--- src/rtl/tcam_lpm_pkg.sv ---
package tcam_lpm_pkg;

    localparam int unsigned MAX_W = 64;

    // A don't-care mask is legal only when its set bits run unbroken from bit 0.
    function automatic logic suffix_mask_ok(input logic [MAX_W-1:0] m);
        return (m & (m + 1'b1)) == '0;
    endfunction

endpackage

--- src/rtl/tcam_entry_store.sv ---
module tcam_entry_store #(
    parameter int unsigned N  = 8,
    parameter int unsigned W  = 5,
    parameter int unsigned PW = 3,
    localparam int unsigned IW = (N > 1) ? $clog2(N) : 1
) (
    input  logic                  clk,
    input  logic                  rst_n,
    input  logic                  wr_en,
    input  logic [IW-1:0]         wr_idx,
    input  logic [W-1:0]          wr_data,
    input  logic [W-1:0]          wr_dc,
    input  logic [PW-1:0]         wr_port,
    input  logic                  wr_live,
    output logic                  wr_err,
    output logic [N-1:0]          ent_valid,
    output logic [N-1:0][W-1:0]   ent_data,
    output logic [N-1:0][W-1:0]   ent_dc,
    output logic [N-1:0][PW-1:0]  ent_port
);
    import tcam_lpm_pkg::*;

    logic mask_ok;
    logic idx_ok;
    logic accept;

    assign mask_ok = suffix_mask_ok(tcam_lpm_pkg::MAX_W'(wr_dc));
    assign idx_ok  = (32'(wr_idx) < N);
    assign accept  = wr_en && mask_ok && idx_ok;

    always_ff @(posedge clk or negedge rst_n) begin
        if (!rst_n) begin
            ent_valid <= '0;
            wr_err    <= 1'b0;
        end else begin
            wr_err <= wr_en && !(mask_ok && idx_ok);
            if (accept) begin
                ent_valid[wr_idx] <= wr_live;
            end
        end
    end

    always_ff @(posedge clk) begin
        if (accept) begin
            ent_data[wr_idx] <= wr_data;
            ent_dc[wr_idx]   <= wr_dc;
            ent_port[wr_idx] <= wr_port;
        end
    end

endmodule

--- src/rtl/tcam_match_plane.sv ---
module tcam_match_plane #(
    parameter int unsigned N  = 8,
    parameter int unsigned W  = 5,
    localparam int unsigned LW = $clog2(W + 1)
) (
    input  logic [W-1:0]          key,
    input  logic [N-1:0]          ent_valid,
    input  logic [N-1:0][W-1:0]   ent_data,
    input  logic [N-1:0][W-1:0]   ent_dc,
    output logic [N-1:0]          row_hit,
    output logic [N-1:0][LW-1:0]  row_len
);

    for (genvar r = 0; r < N; r++) begin : g_row
        logic [W-1:0] diff;
        assign diff       = (key ^ ent_data[r]) & ~ent_dc[r];
        assign row_hit[r] = ent_valid[r] && (diff == '0);
        assign row_len[r] = LW'(W - $countones(ent_dc[r]));
    end

endmodule

--- src/rtl/tcam_prefix_select.sv ---
module tcam_prefix_select #(
    parameter int unsigned N  = 8,
    parameter int unsigned W  = 5,
    localparam int unsigned LW = $clog2(W + 1),
    localparam int unsigned IW = (N > 1) ? $clog2(N) : 1
) (
    input  logic [N-1:0]          row_hit,
    input  logic [N-1:0][LW-1:0]  row_len,
    output logic                  any_hit,
    output logic [IW-1:0]         win_idx
);
    logic [LW-1:0] best_len;

    // Strictly-greater test keeps the earlier (lower) index on equal lengths.
    always_comb begin
        any_hit  = 1'b0;
        win_idx  = '0;
        best_len = '0;
        for (int i = 0; i < N; i++) begin
            if (row_hit[i] && (!any_hit || row_len[i] > best_len)) begin
                any_hit  = 1'b1;
                win_idx  = IW'(i);
                best_len = row_len[i];
            end
        end
    end

endmodule

--- src/rtl/tcam_lpm_lookup.sv ---
module tcam_lpm_lookup #(
    parameter int unsigned N  = 8,
    parameter int unsigned W  = 5,
    parameter int unsigned PW = 3,
    localparam int unsigned IW = (N > 1) ? $clog2(N) : 1,
    localparam int unsigned LW = $clog2(W + 1)
) (
    input  logic          clk,
    input  logic          rst_n,
    input  logic          wr_en,
    input  logic [IW-1:0] wr_idx,
    input  logic [W-1:0]  wr_data,
    input  logic [W-1:0]  wr_dc,
    input  logic [PW-1:0] wr_port,
    input  logic          wr_live,
    output logic          wr_err,
    input  logic          srch_en,
    input  logic [W-1:0]  srch_key,
    output logic          res_valid,
    output logic          res_hit,
    output logic [IW-1:0] res_idx,
    output logic [PW-1:0] res_port
);

    logic [N-1:0]          ent_valid;
    logic [N-1:0][W-1:0]   ent_data;
    logic [N-1:0][W-1:0]   ent_dc;
    logic [N-1:0][PW-1:0]  ent_port;
    logic [N-1:0]          row_hit;
    logic [N-1:0][LW-1:0]  row_len;
    logic                  any_hit;
    logic [IW-1:0]         win_idx;

    tcam_entry_store #(.N(N), .W(W), .PW(PW)) store_i (
        .clk       (clk),
        .rst_n     (rst_n),
        .wr_en     (wr_en),
        .wr_idx    (wr_idx),
        .wr_data   (wr_data),
        .wr_dc     (wr_dc),
        .wr_port   (wr_port),
        .wr_live   (wr_live),
        .wr_err    (wr_err),
        .ent_valid (ent_valid),
        .ent_data  (ent_data),
        .ent_dc    (ent_dc),
        .ent_port  (ent_port)
    );

    tcam_match_plane #(.N(N), .W(W)) plane_i (
        .key       (srch_key),
        .ent_valid (ent_valid),
        .ent_data  (ent_data),
        .ent_dc    (ent_dc),
        .row_hit   (row_hit),
        .row_len   (row_len)
    );

    tcam_prefix_select #(.N(N), .W(W)) sel_i (
        .row_hit (row_hit),
        .row_len (row_len),
        .any_hit (any_hit),
        .win_idx (win_idx)
    );

    // Result register: compares use the table as it stood before this edge.
    always_ff @(posedge clk or negedge rst_n) begin
        if (!rst_n) begin
            res_valid <= 1'b0;
            res_hit   <= 1'b0;
            res_idx   <= '0;
            res_port  <= '0;
        end else begin
            res_valid <= srch_en;
            if (srch_en && any_hit) begin
                res_hit  <= 1'b1;
                res_idx  <= win_idx;
                res_port <= ent_port[win_idx];
            end else begin
                res_hit  <= 1'b0;
                res_idx  <= '0;
                res_port <= '0;
            end
        end
    end

endmodule

--- config.mk ---
export PLATFORM = sky130hd
export DESIGN_NAME = tcam_lpm_lookup
export DESIGN_NICKNAME = d
export VERILOG_FILES = /design/src/rtl/tcam_lpm_pkg.sv /design/src/rtl/tcam_entry_store.sv /design/src/rtl/tcam_match_plane.sv /design/src/rtl/tcam_prefix_select.sv /design/src/rtl/tcam_lpm_lookup.sv
export SDC_FILE = /design/constraint.sdc
export NUM_CORES = 1
export LEC_CHECK = 0
export CORE_MARGIN = 2
export CORE_UTILIZATION = 65
export CTS_CLUSTER_DIAMETER = 120
export DETAILED_ROUTE_END_ITERATION = 10
export PLACE_DENSITY = 0.85
export SLEW_MARGIN = 15
export SYNTH_ARGS = -nofsm -noshare
export SYNTH_HDL_FRONTEND = slang
export SYNTH_SLANG_ARGS = --single-unit
--- constraint.sdc ---
create_clock -name clk -period 31.5 [get_ports clk]
set_clock_uncertainty 0.1 [all_clocks]
set_input_delay 3.15 -clock clk [delete_from_list [all_inputs] [get_ports clk]]
set_output_delay 3.15 -clock clk [all_outputs]
set_load 0.03 [all_outputs]
==> results.json <==
{
  "status": "finished clean",
  "endpoint_kind": "flop",
  "register_area_mm2": 0.00355,
  "cap_violations": 0,
  "cpLargestDelayFamily": "compound AO/OA/AOI/OAI gates",
  "postRouteAntennaNets": 0,
  "critPathMostFrequentCell": "o21ai_0",
  "setup_tns_ns": 0,
  "synth_area_leaders": "edfxtp_1 50%, ha_1 11%, dfrtp_1 6.8%",
  "dpl.hpwl_um": 9910,
  "die_height_um": 102,
  "grt-ovfl-total": 0,
  "clkTransAtPathRegs_ns": 0.06,
  "worst_ep_required_time_ns": 31.78,
  "num_rows": 35,
  "finalHoldViolCount": 0,
  "cts.path.max_buffers": 2,
  "wl_um": 15200,
  "fill_cells": 484,
  "track_usage_pct": 32.7,
  "detail_route.vias_per_cell": 6.27,
  "core_region_area_mm2": 0.00933,
  "ir_drop_uv": 81.1,
  "p_leak_uw": 0.00284,
  "syn_to_final_growth_pct": 17.7,
  "syn_avg_cell_area_um2": 13.7,
  "worstMarginPinSlew_ns": 0.990,
  "cp-start-kind": "input pin",
  "fin_crit_sh_pct": 50.5,
  "ys_types": 56,
  "drive_gt1_share_pct": 12.8,
  "multiInputGateArea_mm2": 0.00257,
  "hp-class": "flop to flop",
  "ctsHoldBuffers": 0,
  "worstPathArrival_ns": 16.21,
  "synth_edf_count": 104,
  "first_iter_violations": 389,
  "cts_tree": "done",
  "post-place-cells": 620,
  "clock_sinks": 121,
  "ctsHtreeMaxLevel": 4,
  "ys_seq_elements": 121,
  "instances_no_fill": 652,
  "synthCells": 457,
  "grt_max_degree": 18,
  "cts-root-buf": "clkbuf_8",
  "crit_path_top_delay_cell": "clkdlybuf4s50_1",
  "routabilityCongestion": 0.824,
  "ys_seq_area_share_pct": 56.5,
  "slew-limit-headroom_pct": 33.8,
  "drc": 0,
  "cp_max_fo": 13,
  "insertion_delay_ns": 0.52,
  "min_period_ns": 15.92,
  "synth_top_area_share_pct": 49.7,
  "die_w_um": 102,
  "numPortBuffers": 34,
  "worstSetupPathType": "input pin to flop",
  "grt_pass1_wl_um": 24100,
  "rsz0062_at_grt": "no",
  "async_reset_ff_share_pct": 14.0,
  "vias": 4089,
  "netlist_area_mm2": 0.00628,
  "synthTopCellsByCount": "104 x edfxtp_1, 53 x ha_1, 39 x xnor2_1",
  "antenna_found_initial": 0,
  "n_antenna_cell": 0,
  "top_level_ports": 35,
  "first_global_vias": 4379,
  "layout.nets": 597,
  "place_area_mm2": 0.00678,
  "powerDensity_mw_per_mm2": 59.1,
  "cts_resized": 0,
  "final_area_mm2": 0.00739,
  "synth_top_area_cell": "edfxtp_1",
  "max_stage_delay_ns": 0.74,
  "crit_buf_inv": 3,
  "cts_buffers": 17,
  "post_cts.repair.setup_buffers": 0,
  "routedWlPerCell_um": 23.4,
  "start_util_pct": 67.4,
  "slew_violations": 0,
  "yosys_warnings": 0,
  "syn-num-nets": 544,
  "dr.pass1.iters": 5,
  "yosysMostFrequentCell": "edfxtp_1",
  "ys.flop_type": "edfxtp_1",
  "setup_violations": 0,
  "dieArea_mm2": 0.0105,
  "max_freq_ghz": 0.0628
}
[worst paths after layout]
check / cells past startpoint / from / slack, ns / end
worst max-delay path: 58 / srch_key[3] / 15.58 / res_port[0]$_DFF_PN0_
worst min register to register: 1 / store_i.ent_valid[5]$_DFFE_PN0P_ / 0.41 / store_i.ent_valid[5]$_DFFE_PN0P_
worst max register to register: 57 / store_i.ent_data[0]$_DFFE_PP_ / 18.64 / res_port[0]$_DFF_PN0_
min in group asynchronous: 1 / rst_n / 3.08 / res_valid$_DFF_PN0_
worst min-delay path: 1 / store_i.ent_valid[5]$_DFFE_PN0P_ / 0.41 / store_i.ent_valid[5]$_DFFE_PN0P_
max in group asynchronous: 1 / rst_n / 27.61 / store_i.ent_valid[0]$_DFFE_PN0P_
[logic make-up after synthesis]
kind of cell | synth area share (%)
AO/OA/AOI/OAI | 8.72
XOR/XNOR | 6.81
adder cells (fa/ha/maj) | 13.1
buffers and inverters | 2.87
flip-flops | 56.5
multiplexers | 3.84
AND/OR/NAND/NOR | 8.18
[flip-flops by register name, indices dropped and copies added, names as in the netlist]
register and count:
res_idx 3, store_i.ent_data 40, res_valid 1, store_i.ent_valid 8, store_i.wr_err 1, store_i.ent_port 24, store_i.ent_dc 40, res_port 3
res_hit 1
[layout by cell type, fill, tap and decap left out, types with 6 or more instances in the layout]
master and instances:
edfxtp_1 104, nor2b_1 8, buf_4 8, clkbuf_16 16, xor2_1 8, dfrtp_1 17, clkdlybuf4s50_1 34, nand3_1 7
o22ai_1 14, ha_1 53, nor3_1 18, o21ai_1 6, xnor2_1 39, nand2_1 15, fa_1 8, nor2_1 18
mux2i_1 14, a21oi_1 6, o21a_1 6, mux2_2 9, o21ai_0 14, inv_1 27
[through the flow]
stage                     setup WS, ns  utilization (%)  hold WS [ns]  power (uW)
after floorplan                  17.70                -         0.374         220
after global placement           16.05             72.6         0.383         235
after detailed placement         15.57             72.6         0.396         238
after CTS                        15.83             79.2         0.413         437
after global routing             14.57             79.3         0.432         451
final                            15.58             79.3         0.412         437
[per-layer routing]
metal  wire length (um)  up-vias  track usage, %  part of all wire (%)
li1                   -     1822               -                     -
met1               6250     2026            43.9                    41
met2               7440      208            52.5                    49
met3               1170       33            7.52                   7.7
met4                388        0            12.7                   2.5
met5                  0        -               0                     0
[power breakdown]
part	switching, uW	internal (uW)	total, uW
sequential	2.24	179	181
combinational	32.3	23.3	55.5
clock	71.8	129	201
[cell type report]
type,instances,area share (%)
clock inverter,14,2.67
clock buffer,18,5.65
tap,129,2.18
multi-input combinational,301,34.7
timing repair buffer,42,5.41
sequential,121,48.0
inverter,27,1.37
No activity file was read; power rests on OpenSTA's default activity.
